<file path="src/rtl/mcs_pkg.sv">
package mcs_pkg;
  localparam int ADDR_W   = 16;
  localparam int SEG_W    = 3;
  localparam int NUM_SEG  = 1 << SEG_W;
  localparam int NUM_SOCK = 3;
  localparam int MAP_W    = 2;

  typedef enum logic [1:0] {
    SEG_8K  = 2'd0,
    SEG_16K = 2'd1,
    SEG_32K = 2'd2,
    SEG_32X = 2'd3
  } seg_mode_e;

  typedef logic [MAP_W-1:0] sock_code_t;
  localparam sock_code_t SOCK_NONE = sock_code_t'(3);

  function automatic sock_code_t default_code(int seg);
    if (seg <= 4)      return sock_code_t'(0);
    else if (seg <= 6) return sock_code_t'(1);
    else               return sock_code_t'(2);
  endfunction
endpackage

</file>
<file path="src/rtl/mcs_seg_index.sv">
module mcs_seg_index
  import mcs_pkg::*;
(
  input  logic [ADDR_W-1:0] addr_i,
  input  logic [1:0]        seg_mode_i,
  output logic [SEG_W-1:0]  idx_o
);
  logic [SEG_W-1:0] force_mask;

  // coarser segments: force low decoder inputs high
  always_comb begin
    case (seg_mode_e'(seg_mode_i))
      SEG_8K:  force_mask = '0;
      SEG_16K: force_mask = SEG_W'(1);
      default: force_mask = SEG_W'(3);
    endcase
  end

  assign idx_o = addr_i[ADDR_W-1 -: SEG_W] | force_mask;
endmodule

</file>
<file path="src/rtl/mcs_map_regs.sv">
module mcs_map_regs
  import mcs_pkg::*;
(
  input  logic                            clk_i,
  input  logic                            rst_ni,
  input  logic                            we_i,
  input  logic [SEG_W-1:0]                idx_i,
  input  logic [MAP_W-1:0]                code_i,
  output logic [NUM_SEG-1:0][MAP_W-1:0]   map_o
);
  for (genvar i = 0; i < NUM_SEG; i++) begin : g_ent
    always_ff @(posedge clk_i or negedge rst_ni) begin
      if (!rst_ni)                          map_o[i] <= default_code(i);
      else if (we_i && idx_i == SEG_W'(i))  map_o[i] <= code_i;
    end
  end


  map_load_chk: assert property (@(posedge clk_i) disable iff (!rst_ni)
    we_i |=> map_o[$past(idx_i)] == $past(code_i));
endmodule

</file>
<file path="src/rtl/mcs_sock_route.sv">
module mcs_sock_route
  import mcs_pkg::*;
(
  input  logic [NUM_SEG-1:0]              dec_hot_i,
  input  logic [NUM_SEG-1:0][MAP_W-1:0]   map_i,
  output logic [NUM_SOCK-1:0]             sock_o
);
  for (genvar s = 0; s < NUM_SOCK; s++) begin : g_sock
    logic [NUM_SEG-1:0] hit;
    for (genvar i = 0; i < NUM_SEG; i++) begin : g_seg
      assign hit[i] = dec_hot_i[i] && (map_i[i] == MAP_W'(s));
    end
    assign sock_o[s] = |hit;
  end
endmodule

</file>
<file path="src/rtl/mem_cs_decoder.sv">
module mem_cs_decoder
  import mcs_pkg::*;
#(
  parameter logic [15:0] DISP_BASE = 16'hB5FC,
  parameter int          DISP_LOG2 = 2,
  parameter logic [15:0] KPD_ADDR  = 16'hB00A
) (
  input  logic                clk_i,
  input  logic                rst_ni,
  input  logic [15:0]         addr_i,
  input  logic                as_ni,
  input  logic                memdis_ni,
  input  logic                pwr_ok_ni,
  input  logic [1:0]          seg_mode_i,
  input  logic                cfg_we_i,
  input  logic [2:0]          cfg_idx_i,
  input  logic [1:0]          cfg_code_i,
  output logic [2:0]          sock_cs_o,
  output logic                disp_cs_o,
  output logic                kpd_cs_o
);
  localparam int WIN_W = ADDR_W - DISP_LOG2;

  logic [SEG_W-1:0]            seg_idx;
  logic [NUM_SEG-1:0][MAP_W-1:0] seg_map;
  logic [NUM_SEG-1:0]          dec_hot;
  logic [NUM_SOCK-1:0]         sock_nxt;
  logic in_disp, in_kpd, bus_ok, dec_en, seen_q;

  mcs_seg_index u_idx (
    .addr_i     (addr_i),
    .seg_mode_i (seg_mode_i),
    .idx_o      (seg_idx)
  );

  mcs_map_regs u_map (
    .clk_i  (clk_i),
    .rst_ni (rst_ni),
    .we_i   (cfg_we_i),
    .idx_i  (cfg_idx_i),
    .code_i (cfg_code_i),
    .map_o  (seg_map)
  );

  assign in_disp = addr_i[ADDR_W-1 -: WIN_W] == DISP_BASE[ADDR_W-1 -: WIN_W];
  assign in_kpd  = addr_i == KPD_ADDR;
  assign bus_ok  = !as_ni && pwr_ok_ni;
  assign dec_en  = bus_ok && memdis_ni && !in_disp && !in_kpd;
  assign dec_hot = dec_en ? (NUM_SEG'(1) << seg_idx) : '0;

  mcs_sock_route u_route (
    .dec_hot_i (dec_hot),
    .map_i     (seg_map),
    .sock_o    (sock_nxt)
  );

  always_ff @(posedge clk_i or negedge rst_ni) begin
    if (!rst_ni) begin
      sock_cs_o <= '0;
      disp_cs_o <= 1'b0;
      kpd_cs_o  <= 1'b0;
      seen_q    <= 1'b0;
    end else begin
      sock_cs_o <= sock_nxt;
      disp_cs_o <= bus_ok && in_disp;
      kpd_cs_o  <= bus_ok && in_kpd;
      seen_q    <= 1'b1;
    end
  end


  no_strobe_chk: assert property (@(posedge clk_i) disable iff (!rst_ni)
    $past(as_ni) |-> (sock_cs_o == '0 && !disp_cs_o && !kpd_cs_o));

  memdis_chk: assert property (@(posedge clk_i) disable iff (!rst_ni)
    !$past(memdis_ni) |-> sock_cs_o == '0);

  pwr_fail_chk: assert property (@(posedge clk_i) disable iff (!rst_ni)
    !$past(pwr_ok_ni) |-> (sock_cs_o == '0 && !disp_cs_o && !kpd_cs_o));

  no_overlap_chk: assert property (@(posedge clk_i) disable iff (!rst_ni)
    $onehot0({sock_cs_o, disp_cs_o, kpd_cs_o}));

  mode16_odd_chk: assert property (@(posedge clk_i) disable iff (!rst_ni)
    (seg_mode_i == SEG_16K) |-> (dec_hot & 8'h55) == '0);

  mode32_chk: assert property (@(posedge clk_i) disable iff (!rst_ni)
    seg_mode_i[1] |-> (dec_hot & 8'h77) == '0);

  disp_win_chk: assert property (@(posedge clk_i) disable iff (!rst_ni)
    (seen_q && $past(!as_ni && pwr_ok_ni && addr_i[15:2] == 14'h2D7F))
      |-> (disp_cs_o && sock_cs_o == '0));
endmodule

</file>
<file path="config.mk">
export PLATFORM = sky130hd
export DESIGN_NAME = mem_cs_decoder
export DESIGN_NICKNAME = d
export VERILOG_FILES = /design/src/rtl/mcs_pkg.sv /design/src/rtl/mcs_seg_index.sv /design/src/rtl/mcs_map_regs.sv /design/src/rtl/mcs_sock_route.sv /design/src/rtl/mem_cs_decoder.sv
export SDC_FILE = /design/constraint.sdc
export NUM_CORES = 1
export LEC_CHECK = 0
export BUFFER_PORTS_ARGS = -buffer_cell sky130_fd_sc_hd__buf_4
export CORE_MARGIN = 2
export CORE_UTILIZATION = 40
export CTS_CLUSTER_SIZE = 8
export DETAILED_ROUTE_END_ITERATION = 10
export GPL_ROUTABILITY_DRIVEN = 0
export SYNTH_ARGS = -nofsm -noshare
export SYNTH_HDL_FRONTEND = slang
export SYNTH_SLANG_ARGS = --single-unit
</file>
<file path="constraint.sdc">
create_clock -name clk_i -period 1.5 [get_ports clk_i]
set_input_delay 0.225 -clock clk_i [delete_from_list [all_inputs] [get_ports clk_i]]
set_output_delay 0.225 -clock clk_i [all_outputs]
set_load 0.005 [all_outputs]
</file>
After elaboration in Yosys (flattened, before gate mapping)
Cells that the tools add are included.
W data, S select, Z words.
{ "word_totals": {"regBits": 21, "latchBits": 0, "ram_bits": 0, "romBits": 0, "inputBits": 29, "memories": 0} }
{ "classes": {"addsub": 0, "n_mul": 0, "n_div": 0, "order_cmp": 0, "eq_ne": 26, "n_shift": 1, "muxes": 2, "bitwise": 1, "reduce_logical": 54} }
{ "op_table": {"columns": ["op", "count"], "rows": [
  ["$logic_and A1 B1 Y1", 38],
  ["$reduce_or A8 Y1", 3],
  ["$eq A2 B1 Y1 const B", 9],
  ["$logic_not A2 Y1", 9],
  ["$eq A16 B16 Y1 const B", 1],
  ["$eq A2 B2 Y1 const B", 8],
  ["$eq A14 B14 Y1 const B", 1],
  ["$eq A3 B3 Y1 const B", 4],
  ["$mux W8", 1],
  ["$shl A1 B3 Y8 const A", 1],
  ["$eq A3 B2 Y1 const B", 2],
  ["$pmux W2 S2", 1],
  ["$eq A3 B1 Y1 const B", 1],
  ["$logic_not A1 Y1", 3],
  ["$logic_not A3 Y1", 1],
  ["$or A3 B2 Y3", 1]
]} }

Depth between registers and ports, before layout
Gate-level depths: netlist of run 1.
{ "depth": {"word_depth": 8, "ltp_mapped": 5, "mapped_depth_nobuf": 4} }

Hierarchy
A second synthesis of run 1 with hierarchy kept.
{ "hier_totals": {"cells_unflattened": 114, "area_unflattened_um2": 1244.9} }
{ "modules_own_cells": {"columns": ["mod", "instances", "cells_each", "area_per_inst_um2", "seq_area_each_um2"], "rows": [
  ["mcs_map_regs", 1, 40, 669.4, 404.1],
  ["mem_cs_decoder", 1, 32, 319.1, 125.1],
  ["mcs_sock_route", 1, 39, 236.5, 0.0],
  ["mcs_seg_index", 1, 3, 20.0, 0.0]
]} }

Worst setup path before layout of run 1
Ideal clock, no wire load.
{ "synth_path": {"path_type": "input to register", "from": "in addr_i[15]", "to": "reg sock_cs_o[2]", "setup_time_ns": 0.122, "arrival_time_ns": 1.207, "t_required_ns": 1.378, "setup_slack_ns": 0.171, "stages": 5, "path_cell_list": "clkbuf_2 nand4b_1 nor4b_2 a21oi_1 a32o_1"} }
{ "synth_between": {"elab_chain_cells": 7} }
{ "synth_rtl": {"columns": ["item", "line_no", "source"], "rows": [
  ["start: declaration", "mem_cs_decoder.sv:10", "input logic [15:0] addr_i,"],
  ["$eq A14 B14 Y1", "mem_cs_decoder.sv:45", "assign in_disp = addr_i[ADDR_W-1 -: WIN_W] == DISP_BASE[ADDR_W-1 -: WIN_W];"],
  ["$logic_not A1 Y1", "mem_cs_decoder.sv:48", "assign dec_en = bus_ok && memdis_ni && !in_disp && !in_kpd;"],
  ["$logic_and A1 B1 Y1 (2 in a row)", "mem_cs_decoder.sv:48", null],
  ["$mux W8 *", "mem_cs_decoder.sv:49", "assign dec_hot = dec_en ? (NUM_SEG'(1) << seg_idx) : '0;"],
  ["$logic_and A1 B1 Y1", "mcs_sock_route.sv:11", "assign hit[i] = dec_hot_i[i] && (map_i[i] == MAP_W'(s));"],
  ["$reduce_or A8 Y1 *", "mcs_sock_route.sv:13", "assign sock_o[s] = |hit;"],
  ["via sock_nxt[2]", "mem_cs_decoder.sv:27", "logic [NUM_SOCK-1:0] sock_nxt;"],
  ["end signal: assignment", "mem_cs_decoder.sv:64", "sock_cs_o <= sock_nxt;"],
  ["end: declaration", "mem_cs_decoder.sv:18", "output logic [2:0] sock_cs_o,"]
]} }
The timed path passes the listed nets; every way through them passes the cells marked *.
A chain may end at the register's enable or synchronous reset.

Worst setup path after layout of run 1
{ "layout_path": {"from": "reg u_map.map_o[10] (netlist name)", "to": "reg sock_cs_o[2]"} }
{ "layout_between": {"elab_chain_cells": 3} }
{ "layout_rtl": {"columns": ["item", "line_no", "source"], "rows": [
  ["start: declaration", "mcs_map_regs.sv:9", "output logic [NUM_SEG-1:0][MAP_W-1:0] map_o"],
  ["start signal: indexed assignment", "mcs_map_regs.sv:13", "if (!rst_ni) map_o[i] <= default_code(i);"],
  ["start signal: indexed assignment", "mcs_map_regs.sv:14", "else if (we_i && idx_i == SEG_W'(i)) map_o[i] <= code_i;"],
  ["$eq A2 B2 Y1", "mcs_sock_route.sv:11", null],
  ["$logic_and A1 B1 Y1", "mcs_sock_route.sv:11", null],
  ["$reduce_or A8 Y1", "mcs_sock_route.sv:13", null],
  ["via sock_nxt[2]", "mem_cs_decoder.sv:27", null]
]} }
The timed path passes the listed nets, and every way through them passes these cells.

==> results of run 1 <==
-- sequential cells by signal, summed over array words and instances, names as in the netlist --
signal,flops
kpd_cs_o,1
u_map.map_o,16
sock_cs_o,3
disp_cs_o,1
-- critical path, cell delays in order, from the launching register on --
cell and delay (ns):
dfstp_2 0.56, and3b_1 0.17, o211ai_1 0.22, o211ai_1 0.13, a32o_1 0.27
-- synth_stat cells, drive strengths merged --
cell     instances  area share
dfrtp           18        0.37
mux2            16        0.15
nor2            11       0.034
nand3b           7       0.043
nand4b           6       0.043
inv              4       0.012
nand4            4       0.026
nor3b            4       0.025
dfstp            3       0.065
nor3             3       0.012
nor4b            3       0.032
o211ai           3       0.018
a22oi            2       0.012
a41o             2       0.016
nand2b           2       0.010
nand3            2      0.0082
nor2b            2       0.010
o21ai            2      0.0082
o311ai           2       0.014
a21oi            1      0.0041
a31oi            1      0.0051
a32o             1      0.0082
a32oi            1      0.0072
a41oi            1      0.0072
and3b            1      0.0072
and4b            1      0.0082
clkbuf           1      0.0041
nand2            1      0.0031
nand4bb          1      0.0092
nor4             1       0.010
o2111ai          1      0.0072
o21a             1      0.0062
or2              1      0.0051
-- logic make-up after synthesis --
family,after synthesis,synth area share
compound gates,18,0.1150
buf+inv,5,0.01642
flops,21,0.4343
mux,16,0.1478
simple gates,50,0.2864
-- cells in the final DEF, fill, tap and decap left out, types with 2 or more instances in the layout --
| cell | instances |
|---|---|
| buf_4 | 36 |
| dfrtp_1 | 18 |
| mux2_2 | 16 |
| nor2_1 | 11 |
| nand3b_1 | 7 |
| nand4b_1 | 6 |
| nor3b_1 | 4 |
| inv_1 | 4 |
| nand4_1 | 3 |
| nor3_1 | 3 |
| o211ai_1 | 3 |
| clkbuf_4 | 3 |
| dfstp_2 | 3 |
| nor4b_2 | 2 |
| nand3_1 | 2 |
| a22oi_1 | 2 |
| o311ai_0 | 2 |
| o21ai_0 | 2 |
| nand2b_1 | 2 |
| a41o_1 | 2 |
| nor2b_1 | 2 |
-- worst min path at each step --
stage	to	slack [ns]
2_1_floorplan	disp_cs_o	-0.07
3_3_place_gp	sock_cs_o[1]	0.12
3_5_place_dp	sock_cs_o[1]	0.13
4_1_cts	kpd_cs_o	0.06
5_1_grt	kpd_cs_o	0.06
6_report	kpd_cs_o	0.08
-- area by class of cell --
type                       instances  area [µm²]
multi-input combinational         84       669.4
tap                               33       41.29
timing repair buffer              37       280.3
fill                             281        1416
sequential                        21       529.3
inverter                           4       15.01
clock buffer                       4       26.28
-- power by group through the flow --
| stage | combinational [µW] | sequential (µW) | clock [µW] |
|---|---|---|---|
| after global placement | 328 | 779 | 0 |
| after floorplan | 204 | 751 | 0 |
| final | 338 | 772 | 276 |
| after detailed placement | 337 | 782 | 0 |
| after CTS | 340 | 771 | 285 |
| after global routing | 374 | 793 | 309 |
-- per-stage QoR --
step	hold slack [ns]	setup TNS (ns)
after global routing	0.06078	0
after CTS	0.06439	0
after detailed placement	0.1277	-0.1191
after floorplan	-0.07059	0
after global placement	0.1220	-0.2303
final	0.07668	0
-- metal layers --
| layer | track usage | share of wire | up-vias |
|---|---|---|---|
| met1 | 0.2342 | 0.46 | 467 |
| met5 | 0 | 0 | - |
| met3 | 0.04148 | 0.063 | 6 |
| met2 | 0.3093 | 0.46 | 39 |
| met4 | 0.07792 | 0.018 | 0 |
| li1 | - | - | 515 |
-- repair_timing --
| action | CTS | global route |
|---|---|---|
| setup buffers | 0 | 0 |
| hold endpoints to repair | 18 | 0 |
| hold buffers | 1 | 0 |
==> flow_summary_export.csv, run 1 <==
group,metric,value,unit
clock_tree,cts.sinks,21,
grt,grt_overflow,0,
routing,drtPass1Iterations,4,
power_and_ir_drop,p_sw,401.6,µW
clock_tree,cts_buffer_depth,2,
logic_synthesis,synth_nets,139,
power_and_ir_drop,p_leak,0.0006670,µW
clock_tree,h-tree-depth,1,
power_and_ir_drop,p_clk_frac,0.199,
logic_synthesis,postSynthCellCount,110,
routing,drc_errors,0,
clock_tree,cts_root_buffer,"clkbuf_4",
sta,finClkSkew,0.005066,ns
placed_design,portBuffers,33,
sta,maxSlewHeadroom,0.6502,
sta,timing.final.crit_share,0.9648,
die,initial_core_util,0.4092,
cells_and_area,antenna_cells,0,
routing,wirelength,2802,µm
placed_design,hpwl,2237,µm
critical_path,rr_endpoint,"sock_cs_o[2]",
logic_synthesis,avgSynthCellArea,11.08,µm²
outcome,status,"completed",
placed_design,post-place-cells,178,
critical_path,cp.required,1.70,ns
cells_and_area,drive_above_1_share,0.4133,
critical_path,startpoint_type,"register",
routing,wl_per_cell,15.31,µm
power_and_ir_drop,powerDensity,887.2,nW/µm²
sta,slew_violations,0,
clock_tree,cts_tree,"built",
placed_design,placed_area,1525,µm²
routing,via_per_inst,5.612,
power_and_ir_drop,pwr-share-seq,0.557,
routing,dr.first_iter.drc_count,31,
power_and_ir_drop,peakVddDrop,0.4997,mV
grt,grt_usage,0.1870,
cells_and_area,stdcell_count,183,
sta,rsz0062_at_grt,"no",
hold_path,hp-class,"input pin to register",
clock_tree,cts_buffers,3,
routing,dr_total_vias,1027,
cells_and_area,final_area,1562,µm²
clock_tree,cts_resized,0,
critical_path,critPathMaxFanout,4,
sta,setup_viol,0,
cells_and_area,final_nets,180,
critical_path,r2r-start,"u_map.map_o[10]",
sta,fin_ws,0.05278,ns
cells_and_area,post-route-util,0.5244,
sta,tightestPinTransition,0.5233,ns
sta,final_hold_viol_count,0,
sta,min_period,1.447,ns
power_and_ir_drop,internal_power,983.9,µW
logic_synthesis,synth_warnings,0,
hold_path,hold_depth,2,
placed_design,dp_slack,-0.05239,ns
flow_run,max_cap_violations,0,
cells_and_area,synthToLayoutAreaGrowth,28.13,%
logic_synthesis,syn_area,1219,µm²
hold_path,worstHoldStart,"as_ni",
critical_path,setup.worst_path.class,"register to register",
power_and_ir_drop,p_comb_frac,0.244,
critical_path,crit_path_start,"u_map.map_o[10]",
grt,grt_pass1_vias,1066,
die,die_y,59.20,µm
critical_path,endpoint,"sock_cs_o[2]",
die,fp.dieW,59.20,µm
sta,max_freq,691.0,MHz
critical_path,r2r_slack,0.05,ns
power_and_ir_drop,swShare,0.2898,
critical_path,rr_worst_depth,4,
logic_synthesis,ys_types,35,
grt,grt_start_max_net_pins,22,
clock_tree,clkTransAtPathRegs,0.12,ns
critical_path,crit_arrival,1.65,ns
critical_path,crit_path_end_kind,"register",
die,fp.coreArea,2978,µm²
grt,antenna_found_initial,0,
power_and_ir_drop,power,1385,µW
die,ios,34,
die,rows,20,
logic_synthesis,synth-seq-area-share,0.4343,
routing,ant_nets,0,
die,die_area,3504,µm²
logic_synthesis,synth_seq_cells,21,
clock_tree,clock_latency,0.30,ns
grt,grt_pass1_wl,4899,µm
Note: power is estimated with default switching activity, not from simulation.
==> run 2: changes to the inputs <==
BUFFER_PORTS_ARGS = default   (was -buffer_cell sky130_fd_sc_hd__buf_4)
CORE_MARGIN = default   (was 2)
DONT_BUFFER_PORTS = 1   (was default)
==> flow_summary_export.csv, run 2 (synthesis gave the netlist of run 1 again) <==
group,metric,value,unit
outcome,status,"finished with violations",
outcome,violations,"design-rule violations",
cells_and_area,final_area,1315,µm²
cells_and_area,final_cell_mix,"dfrtp_1 (18), mux2_2 (16), nor2_1 (11)",
cells_and_area,regMostFlops,"u_map.map_o",
sta,setup_viol,0,
routing,via_per_inst,6.405,
cells_and_area,reg.largest.list,"u_map.map_o: 16 flops, sock_cs_o: 3 flops",
cells_and_area,final_nets,147,
clock_tree,h-tree-depth,1,
grt,grt_start_max_net_pins,22,
die,die_area,3271,µm²
grt,grt_usage,0.1830,
sta,finClkSkew,0.005361,ns
placed_design,hpwl,2081,µm
grt,antenna_found_initial,0,
clock_tree,cts_buffers,3,
sta,fin_ws,0.1231,ns
clock_tree,cts_buffer_depth,2,
cells_and_area,synthToLayoutAreaGrowth,7.905,%
routing,wl_per_cell,18.00,µm
hold_path,hp-class,"input pin to register",
placed_design,portBuffers,0,
clock_tree,cts_resized,0,
sta,timing.final.crit_share,0.9179,
clock_tree,cts_root_buffer,"clkbuf_4",
cells_and_area,drive_above_1_share,0.2479,
routing,wirelength,2664,µm
routing,dr_total_vias,948,
cells_and_area,final_common_cell,"dfrtp_1",
power_and_ir_drop,peakVddDrop,0.5374,mV
routing,drc_errors,3,
sta,fin_tns_setup,0,ns
grt,grt_pass1_wl,4443,µm
sta,max_freq,726.3,MHz
routing,ant_nets,0,
cells_and_area,antenna_cells,0,
die,ios,34,
die,fp.dieW,57.20,µm
sta,slew_violations,0,
critical_path,cp.required,1.69,ns
sta,maxSlewHeadroom,0.3672,
cells_and_area,post-route-util,0.4648,
power_and_ir_drop,powerDensity,973.3,nW/µm²
clock_tree,clkTransAtPathRegs,0.12,ns
critical_path,setup.worst_path.class,"register to register",
flow_run,max_cap_violations,0,
clock_tree,cts.sinks,21,
die,rows,19,
grt,grt_overflow,0,
clock_tree,clock_latency,0.30,ns
sta,min_period,1.377,ns
sta,final_hold_viol_count,0,
clock_tree,cts_tree,"built",
power_and_ir_drop,p_leak,0.0005080,µW
routing,drtPass1Iterations,7,
sta,rsz0062_at_grt,"no",
grt,grt_pass1_vias,955,
die,initial_core_util,0.4308,
placed_design,placed_area,1267,µm²
routing,dr.first_iter.drc_count,29,
critical_path,crit_path_end_kind,"register",
placed_design,dp_slack,0.1489,ns
die,fp.coreArea,2829,µm²
die,die_y,57.20,µm
critical_path,startpoint_type,"register",
critical_path,critPathMaxFanout,4,
cells_and_area,largest_reg_flops,16,
critical_path,crit_arrival,1.57,ns
sta,tightestPinTransition,0.9461,ns
-- run 2: cell count changes in the layout (fill, tap and decap cells not counted) --
cell | before | now
buf_4 | 36 | 2
clkbuf_1 | 1 | 0
clkinv_2 | 0 | 1
dlygate4sd3_1 | 1 | 2
-- run 2: path summary, 6_finish.rpt --
check	start	to	slack [ns]	cells past startpoint
setup reg to reg	u_map.map_o[10]	sock_cs_o[2]	0.12	4
hold / removal	cfg_code_i[1]	u_map.map_o[15]	0.07	1
setup / recovery	u_map.map_o[10]	sock_cs_o[2]	0.12	4
max in group asynchronous	rst_ni	u_map.map_o[8]	0.42	1
hold reg to reg	u_map.map_o[7]	u_map.map_o[7]	0.56	1
min in group asynchronous	rst_ni	u_map.map_o[3]	0.50	1
-- run 2: power by group --
part           internal, µW  switching, µW  leakage (µW)
Clock                  99.3            166     0.0000177
Sequential              678           94.5      0.000257
Combinational           152           90.0      0.000233
Total                   929            351      0.000508
-- run 2: layout make-up --
| type | instances | area, µm² |
|---|---|---|
| fill | 267 | 1514 |
| multi-input combinational | 84 | 669.4 |
| sequential | 21 | 529.3 |
| tap | 31 | 38.79 |
| timing repair buffer | 4 | 35.03 |
| clock buffer | 3 | 22.52 |
| inverter | 4 | 15.01 |
| clock inverter | 1 | 5.005 |
-- run 2: metal layers --
| layer | global-route usage | vias to the layer above | wire length, µm |
|---|---|---|---|
| met2 | 0.3059 | 23 | 1250 |
| met5 | 0 | - | 0 |
| met4 | 0.03833 | 0 | 21 |
| met3 | 0.05669 | 4 | 162 |
| met1 | 0.2348 | 471 | 1229 |
| li1 | - | 450 | - |
-- run 2: worst max-delay path, stage by stage (launching register included) --
cell,delay [ns]
dfstp_2,0.57
and3b_1,0.17
o211ai_1,0.16
o211ai_1,0.11
a32o_1,0.26
-- run 2: what timing repair did --
item,in CTS,in global routing
hold buffers,2,0
buffers inserted,0,0
endpoints found under the hold margin,22,0
-- run 2: through the flow --
step / total power [µW] / cells / hold slack, ns
global placement: 997.8 / 142 / -0.07022
CTS: 1292 / 148 / 0.05680
global route: 1367 / 148 / 0.03239
floorplan: 955.5 / 110 / -0.07059
detailed placement: 1010 / 142 / -0.07019
finish: 1280 / 148 / 0.06802
==> run 3: changes to the inputs <==
clock period = 1.3 ns   (was 1.5 ns; I/O delays follow)
==> flow_summary_export.csv, run 3 (synthesis gave the netlist of run 1 again) <==
group,metric,value,unit
cells_and_area,synthToLayoutAreaGrowth,9.240,%
grt,grt_pass1_wl,4595,µm
die,fp.dieW,57.20,µm
critical_path,crit_arrival,1.51,ns
power_and_ir_drop,peakVddDrop,0.6834,mV
cells_and_area,final_nets,149,
critical_path,crit_slowest_cell,"dfstp_2",
sta,slew_violations,0,
cells_and_area,final_common_cell,"dfrtp_1",
cells_and_area,largest_reg_flops,16,
power_and_ir_drop,p_sw,417.1,µW
clock_tree,cts_tree,"built",
cells_and_area,final_cell_mix,"dfrtp_1 (18), mux2_2 (16), nor2_1 (10)",
power_and_ir_drop,power,1506,µW
critical_path,startpoint_type,"register",
cells_and_area,fillCellCount,260,
clock_tree,cts_root_buffer,"clkbuf_4",
outcome,status,"finished with violations",
sta,whs,0.03007,ns
sta,timing.final.crit_share,0.9987,
grt,grt_start_max_net_pins,22,
sta,setup_viol,0,
sta,max_freq,770.2,MHz
clock_tree,cts_buffer_depth,2,
cells_and_area,stdcell_count,150,
die,fp.coreArea,2829,µm²
routing,drtPass1Iterations,9,
clock_tree,cts.sinks,21,
sta,min_period,1.298,ns
clock_tree,cts_buffers,3,
grt,grt_pass1_vias,983,
sta,finClkSkew,0.01051,ns
placed_design,hpwl,2086,µm
cells_and_area,final_area,1331,µm²
grt,grt_overflow,0,
clock_tree,clkTransAtPathRegs,0.12,ns
die,die_area,3271,µm²
cells_and_area,post-route-util,0.4706,
die,rows,19,
routing,wl_per_cell,18.81,µm
die,initial_core_util,0.4308,
sta,maxSlewHeadroom,0.3723,
sta,rsz0062_at_grt,"yes",
power_and_ir_drop,swShare,0.2770,
power_and_ir_drop,internal_power,1089,µW
critical_path,path_cells,"and3b_1 > o211ai_1 > o211ai_1 > a32o_1",
critical_path,setup.worst_path.class,"register to register",
die,ios,34,
sta,tightestPinTransition,0.9384,ns
routing,drc_errors,3,
routing,dr_total_vias,998,
critical_path,cp_top_family,"flip-flops",
flow_run,max_cap_violations,0,
power_and_ir_drop,p_leak,0.0005163,µW
sta,final_hold_viol_count,0,
cells_and_area,ff_latch_area,529.3,µm²
routing,ant_nets,0,
power_and_ir_drop,p_comb_frac,0.199,
outcome,violations,"design-rule violations",
cells_and_area,antenna_cells,0,
power_and_ir_drop,powerDensity,1131,nW/µm²
routing,dr.first_iter.drc_count,42,
critical_path,critPathMaxFanout,3,
critical_path,cp_num_buf_inv,0,
clock_tree,h-tree-depth,1,
placed_design,post-place-cells,144,
critical_path,max_stage_delay,0.55,ns
cells_and_area,reg.largest.list,"u_map.map_o: 16 flops, sock_cs_o: 3 flops",
routing,via_per_inst,6.653,
grt,grt_usage,0.1845,
power_and_ir_drop,pwr-share-seq,0.595,
grt,antenna_found_initial,0,
cells_and_area,drive_above_1_share,0.2605,
critical_path,crit_top_cell,"o211ai_1",
hold_path,hp-class,"input pin to register",
power_and_ir_drop,p_clk_frac,0.206,
placed_design,placed_area,1282,µm²
critical_path,crit_path_end_kind,"register",
clock_tree,clock_latency,0.30,ns
placed_design,portBuffers,0,
cells_and_area,regMostFlops,"u_map.map_o",
cells_and_area,multiInputGateArea,671.9,µm²
clock_tree,postCtsSetupBuffers,0,
die,die_y,57.20,µm
critical_path,cp.required,1.51,ns
routing,wirelength,2822,µm
-- run 3: timing repair --
item | in CTS | in global routing
setup endpoints to repair | 1 | 2
pin swaps | 1 | 3
hold buffers | 2 | 0
endpoints found under the hold margin | 22 | 0
gates resized for setup | 0 | 2
-- run 3: worst paths after layout --
path | start | end | slack [ns] | depth (start not counted)
hold reg to reg | u_map.map_o[11] | u_map.map_o[11] | 0.56 | 1
setup / recovery | u_map.map_o[10] | sock_cs_o[2] | 0.002 | 4
max in group asynchronous | rst_ni | u_map.map_o[11] | 0.25 | 1
hold / removal | cfg_code_i[0] | u_map.map_o[6] | 0.03 | 1
min in group asynchronous | rst_ni | kpd_cs_o | 0.46 | 1
setup reg to reg | u_map.map_o[10] | sock_cs_o[2] | 0.002 | 4
-- run 3: area by class of cell --
type | instances | area share
clock buffer | 4 | 0.01974
tap | 31 | 0.02914
sequential | 21 | 0.3976
inverter | 4 | 0.01128
timing repair buffer | 6 | 0.03759
multi-input combinational | 84 | 0.5047
-- run 3: power by group through the flow --
stage / clock network, µW / registers, µW / logic (µW)
2_1_floorplan: 0 / 867 / 236
3_3_place_gp: 0 / 893 / 272
3_5_place_dp: 0 / 902 / 277
4_1_cts: 320 / 889 / 298
5_1_grt: 343 / 915 / 331
6_report: 311 / 895 / 300
-- run 3: stage by stage --
| step | setup slack (ns) | setup TNS, ns |
|---|---|---|
| after global placement | -0.01708 | -0.01717 |
| final | 0.001640 | 0 |
| after detailed placement | -0.04161 | -0.09092 |
| after floorplan | 0.001214 | 0 |
| after CTS | -0.01841 | -0.01841 |
| after global routing | -0.07020 | -0.08801 |
-- run 3: metal layers --
metal  part of all wire  vias to the layer above  track usage
met1               0.42                      510       0.2464
met5                  0                        -            0
met3              0.054                        4      0.04535
li1                   -                      454            -
met4              0.013                        0      0.03136
met2               0.51                       30       0.3092
